`src/rtl/sopu_pkg.sv`:
```
package sopu_pkg;

    typedef enum logic [1:0] {
        OP_WHEN  = 2'd0,
        OP_MERGE = 2'd1,
        OP_DELAY = 2'd2,
        OP_PASS  = 2'd3
    } op_mode_e;

endpackage

```
`src/rtl/sopu_tick_track.sv`:
```
module sopu_tick_track (
    input  logic clk,
    input  logic rst,
    input  logic tick_in,
    input  logic close,
    output logic arrived,
    output logic ack
);

    typedef struct packed {
        logic seen;
        logic pend;
        logic ack;
    } trk_t;

    trk_t st_d, st_q;
    logic evt;

    always_comb begin
        evt     = tick_in ^ st_q.seen;
        arrived = st_q.pend | evt;
        st_d      = st_q;
        st_d.seen = tick_in;
        if (close) begin
            st_d.pend = 1'b0;
            st_d.ack  = ~st_q.ack;
        end else begin
            st_d.pend = st_q.pend | evt;
        end
    end

    always_ff @(posedge clk) begin
        if (rst) st_q <= '0;
        else     st_q <= st_d;
    end

    assign ack = st_q.ack;


    ack_follows_close_chk: assert property (@(posedge clk) disable iff (rst)
        (st_q.ack != $past(st_q.ack)) |-> $past(close && arrived));

endmodule

```
`src/rtl/sopu_op_core.sv`:
```
module sopu_op_core
    import sopu_pkg::*;
#(
    parameter int DW = 8
) (
    input  logic          clk,
    input  logic          rst,
    input  op_mode_e      op,
    input  logic          fire,
    input  logic [DW-1:0] a_val,
    input  logic          a_prs,
    input  logic [DW-1:0] b_val,
    input  logic          b_prs,
    output logic [DW-1:0] res_val,
    output logic          res_prs
);

    logic [DW-1:0] hold_d, hold_q;
    logic          cond_ok;

    always_comb begin
        hold_d = hold_q;
        if (fire && a_prs) hold_d = a_val;
    end

    always_ff @(posedge clk) begin
        if (rst) hold_q <= '0;
        else     hold_q <= hold_d;
    end

    always_comb begin
        cond_ok = b_prs & b_val[0];
        res_val = a_val;
        res_prs = a_prs;
        case (op)
            OP_WHEN: begin
                res_prs = a_prs & cond_ok;
                res_val = a_val;
            end
            OP_MERGE: begin
                res_prs = a_prs | b_prs;
                res_val = a_prs ? a_val : b_val;
            end
            OP_DELAY: begin
                res_prs = a_prs;
                res_val = hold_q;
            end
            default: begin
                res_prs = a_prs;
                res_val = a_val;
            end
        endcase
    end


    hold_update_chk: assert property (@(posedge clk) disable iff (rst)
        (hold_q != $past(hold_q)) |-> $past(fire && a_prs));

endmodule

```
`src/rtl/stream_op_unit.sv`:
```
module stream_op_unit
    import sopu_pkg::*;
#(
    parameter int DW = 8
) (
    input  logic          clk,
    input  logic          rst,
    input  logic [1:0]    mode,
    input  logic [DW-1:0] a_val,
    input  logic          a_prs,
    input  logic          a_tick,
    output logic          a_ack,
    input  logic [DW-1:0] b_val,
    input  logic          b_prs,
    input  logic          b_tick,
    output logic          b_ack,
    output logic [DW-1:0] y_val,
    output logic          y_prs,
    output logic          y_tick
);

    localparam int NIN = 2;

    typedef struct packed {
        logic          tick;
        logic          prs;
        logic [DW-1:0] val;
    } out_t;

    logic [NIN-1:0] tick_vec, arr_vec, ack_vec;
    logic           fire;
    logic [DW-1:0]  res_val;
    logic           res_prs;
    out_t           out_d, out_q;

    assign tick_vec = {b_tick, a_tick};
    assign fire     = &arr_vec;

    generate
        for (genvar i = 0; i < NIN; i++) begin : g_trk
            sopu_tick_track u_trk (
                .clk     (clk),
                .rst     (rst),
                .tick_in (tick_vec[i]),
                .close   (fire),
                .arrived (arr_vec[i]),
                .ack     (ack_vec[i])
            );
        end
    endgenerate

    sopu_op_core #(.DW(DW)) u_core (
        .clk     (clk),
        .rst     (rst),
        .op      (op_mode_e'(mode)),
        .fire    (fire),
        .a_val   (a_val),
        .a_prs   (a_prs),
        .b_val   (b_val),
        .b_prs   (b_prs),
        .res_val (res_val),
        .res_prs (res_prs)
    );

    always_comb begin
        out_d = out_q;
        if (fire) begin
            out_d.tick = ~out_q.tick;
            out_d.prs  = res_prs;
            out_d.val  = res_prs ? res_val : '0;
        end
    end

    always_ff @(posedge clk) begin
        if (rst) out_q <= '0;
        else     out_q <= out_d;
    end

    assign y_tick = out_q.tick;
    assign y_prs  = out_q.prs;
    assign y_val  = out_q.val;
    assign a_ack  = ack_vec[0];
    assign b_ack  = ack_vec[1];


    reset_quiet_chk: assert property (@(posedge clk)
        $past(rst) |-> (!y_tick && !a_ack && !b_ack && !y_prs));


    acks_with_tick_chk: assert property (@(posedge clk) disable iff (rst)
        (y_tick != $past(y_tick)) |-> ((a_ack != $past(a_ack)) && (b_ack != $past(b_ack))));


    result_stable_chk: assert property (@(posedge clk) disable iff (rst)
        (y_tick == $past(y_tick)) |-> ($stable(y_prs) && $stable(y_val)));


    when_gate_chk: assert property (@(posedge clk) disable iff (rst)
        ((y_tick != $past(y_tick)) && y_prs && ($past(mode) == 2'd0))
            |-> $past(a_prs && b_prs && b_val[0]));


    merge_prs_chk: assert property (@(posedge clk) disable iff (rst)
        ((y_tick != $past(y_tick)) && ($past(mode) == 2'd1))
            |-> (y_prs == $past(a_prs || b_prs)));

endmodule

```
`config.mk`:
```
export PLATFORM = sky130hd
export DESIGN_NAME = stream_op_unit
export DESIGN_NICKNAME = d
export VERILOG_FILES = /design/src/rtl/sopu_pkg.sv /design/src/rtl/sopu_tick_track.sv /design/src/rtl/sopu_op_core.sv /design/src/rtl/stream_op_unit.sv
export SDC_FILE = /design/constraint.sdc
export NUM_CORES = 1
export LEC_CHECK = 0
export BUFFER_PORTS_ARGS = -buffer_cell sky130_fd_sc_hd__buf_2
export CAP_MARGIN = 30
export CORE_MARGIN = 5
export CORE_UTILIZATION = 48
export CTS_CLUSTER_SIZE = 28
export DETAILED_ROUTE_END_ITERATION = 8
export PLACE_DENSITY = 0.77
export REMOVE_ABC_BUFFERS = 1
export SYNTH_ARGS = -nofsm -noshare
export SYNTH_HDL_FRONTEND = slang
export SYNTH_SLANG_ARGS = --single-unit
```
`constraint.sdc`:
```
create_clock -name clk -period 2 [get_ports clk]
set_clock_uncertainty 0.2 [all_clocks]
set_input_delay 0.3 -clock clk [delete_from_list [all_inputs] [get_ports clk]]
set_output_delay 0.3 -clock clk [all_outputs]
set_load 0.01 [all_outputs]
```
==> impl_summary.txt <==
----------------------------------------------------
[Status]
  Status ... finished, final reports clean

[Layout]
  Finished Cell Area ... 0.00130 mm2
  Antenna cell count ... 0
  Most frequent cells in the layout ... sky130_fd_sc_hd__buf_2 (35), sky130_fd_sc_hd__dfxtp_1 (24), sky130_fd_sc_hd__nand2_1 (12), sky130_fd_sc_hd__inv_1 (11), sky130_fd_sc_hd__a21oi_1 (9)
  Fraction of final layout cells sized beyond drive strength 1 ... about 29%
  Util after Layout ... 59.9%
  Area growth from synthesis to layout ... 21.8%
  Most frequent standard cell in the layout excluding fill and tap cells ... sky130_fd_sc_hd__buf_2
  Number of nets at the end of the flow ... approximately 190
  Fillers ... 220
  Non-filler instance count after layout ... 184

[Drt]
  Wirelength, routed ... 2.50 mm
  Number of search-and-repair iterations in the first detailed-routing pass ... 4
  Post-route DRC ... 0
  Antenna-violating nets left ... 0
  Vias per Instance ... ~5.5
  Via count of the routed design ... roughly 1000
  Number of design-rule violations left by the first detailed-router iteration ... 33
  Per-cell routed wire length ... 13.6 um

[Floorplanning]
  Standard-cell rows ... 17
  Initial standard-cell utilization of the core ... a little under 50%
  Die height ... 57.2 um
  Full die area ... 0.00327 mm2
  Number of I/O pins ... 36
  Chip Width ... 57.2 um
  Total core area ... 0.00217 mm2

[Logic synthesis]
  Area share of and/or/nand/nor cells after synthesis ... 18.3%
  Cell area after technology mapping ... ~0.0011 mm2
  Per-instance average area after synthesis ... between 9 and 10 um2
  Number of different library cells in the post-synthesis netlist ... 24
  Share of the yosys chip area belonging to registers ... 45.0%
  Post-synthesis compound-gate area fraction ... 20.3%
  Post-Synth Adder-Cell Area ... 3.52%
  Dominant combinational cell family by area after synthesis ... compound AO/OA/AOI/OAI gates
  Total of warnings raised by yosys ... 0
  Mapped Cells ... 117
  FF+latch count, synth ... 24
  Multiplexer fraction of the synthesized cell area ... 0%
  Xor and xnor fraction of the mapped netlist area ... 4.10%

[Place]
  Worst-case setup slack after placement ... 107 ps
  Post-Place Cell Area ... 0.00128 mm2
  Routability Congestion ... 0.843
  Inst Count DP ... 181
  Placed wire-length estimate ... 1.94 mm
  Number of input and output port buffers inserted ... 35

[Clock tree]
  Number of buffers inserted during clock tree synthesis ... 3
  CTS root buf ... sky130_fd_sc_hd__clkbuf_4
  Post-cts sizing count ... 0
  Postcts setup bufs ... 0
  CTS Buffer Depth ... 2
  Skew-Pair Late Insertion Delay ... ~320 ps
  CTS clock-pin slew for the worst setup and hold paths ... 130 ps
  Total clock sinks ... 24
  Cts-stage hold buffer count ... 0
  Clock tree from TritonCTS ... yes
  H-tree depth ... 1

[GRT]
  Initial antenna violation count ... 0
  Via count of the first global-routing pass ... 945
  Largest net degree at the start of global routing ... 25
  Gr usage total ... roughly 15%
  Global-route wire length before repair ... 3.94 mm
  GRT Residual Overflow ... 0

[Setup path]
  Sort of element at the end of the critical path ... flip-flop
  WP buf/inv ... 0
  Largest delay contributor family on the critical path ... compound AO/OA/AOI/OAI gates
  Data arrival time of the worst path ... 1710 ps
  Reg2Reg Setup Slack ... 320 ps
  Crit-path slowest cell ... sky130_fd_sc_hd__o22a_1
  Worst Path Required ... between 2000 and 2500 ps
  Crit path kind ... reg -> reg
  Sort of element at the start of the critical path ... flip-flop
  Cell Chain, Critical Path ... xor2_1 -> o22a_1 -> nand2_1 -> o32ai_1
  Worst path max stage delay ... 370 ps
  Maximum fanout along the worst path ... 9

[Pwr]
  Power per Cell Area ... 759 mW/mm2
  Leakage power ... 0.584 nW
  Total power of the final layout ... roughly 1 mW
  Worst vdd ir ... 0.504 mV

[Timing]
  Fin worst setup slack ... 324 ps
  Transition at the pin with the smallest max-transition slack ... 318 ps
  Setup TNS after final layout ... 0 ps
  Number of endpoints failing setup at the final stage ... 0
  Hold violation count in the final report ... 0
  Max_slew headroom ... 78.8%
  Highest Clock Rate ... 0.597 GHz
  Min Clock Period, post-route ... 1680 ps
  Min Hold Slack ... about 8.6 ps
  Fin crit share ... a little over four fifths
  Setup repair after global routing missed its margin ... no
  Pins Over Slew Limit ... 0

[Min path]
  Path type of the worst min-delay path ... in -> reg

[Job]
  Maximum capacitance violations ... 0

----------------------------------------------------
[worst reg2reg max path: stages (launching register included)]
cell and delay, ps:
sky130_fd_sc_hd__dfxtp_1 350, sky130_fd_sc_hd__xor2_1 230, sky130_fd_sc_hd__o22a_1 370, sky130_fd_sc_hd__nand2_1 270
sky130_fd_sc_hd__o32ai_1 180
[sequential cells by signal, summed over array words and instances (netlist names)]
register and cells:
y_val 8, g_trk.u_trk.st_q 4, u_core.hold_q 8, y_prs 1, y_tick 1, g_trk.u_trk.ack 2
[report_power, final]
group / internal [mW] / switching (mW) / total [mW]
Combinational: 0.106 / 0.125 / 0.231
Clock: 0.0707 / 0.144 / 0.214
Sequential: 0.519 / 0.0223 / 0.541
Total: 0.696 / 0.291 / 0.986
[logic make-up after synthesis]
| logic type | count (synthesis) |
|---|---|
| AOI/OAI and AO/OA | 29 |
| xor gates and xnor gates | 5 |
| adders and majority gates | 3 |
| buffers and inverters | 17 |
| DFF | 24 |
| and+or+nand+nor | 39 |
[cell type report]
class | count | area, um2 | share of cell area [%]
clock buffers | 3 | 22.5 | 1.73
inverters | 11 | 41.3 | 3.18
multi-input cells | 76 | 493 | 37.9
flip-flops and latches | 24 | 480 | 37.0
well taps | 28 | 35.0 | 2.69
repair buffers | 42 | 228 | 17.5
[Yosys cell counts, drive strengths merged]
master / count / area, um2
xor2: 2 / 17.5
nor3b: 1 / 12.5
nor2b: 2 / 12.5
nor3: 2 / 10.0
o221ai: 1 / 8.76
a311oi: 1 / 8.76
o21ai: 1 / 5.00
inv: 11 / 41.3
ha: 3 / 37.5
dfxtp: 24 / 480
nand2b: 1 / 6.26
nand3: 8 / 40.0
a221oi: 8 / 70.1
a21oi: 9 / 45.0
xnor2: 3 / 26.3
and3: 8 / 50.1
nand2: 12 / 45.0
o22a: 1 / 8.76
buf: 4 / 45.0
nor2: 5 / 18.8
o32ai: 8 / 70.1
clkbuf: 2 / 7.51
[worst paths after layout]
check / depth (start not counted) / start / endpoint
setup / recovery: 4 / g_trk[1].u_trk.st_q[2] / y_val[0]
hold / removal: 2 / b_tick / g_trk[1].u_trk.st_q[2]
setup reg to reg: 4 / g_trk[1].u_trk.st_q[2] / y_val[0]
hold reg to reg: 2 / u_core.hold_q[7] / u_core.hold_q[7]
[per-layer routing]
metal  wire length (um)  track usage (%)  vias to the layer above
met1                955             17.1                      454
met3                208             2.71                        5
met5                  0                0                        -
met2               1290             27.4                       43
met4                 45             6.62                        0
li1                   -                -                      501
Note: power is estimated with default switching activity, not from simulation.
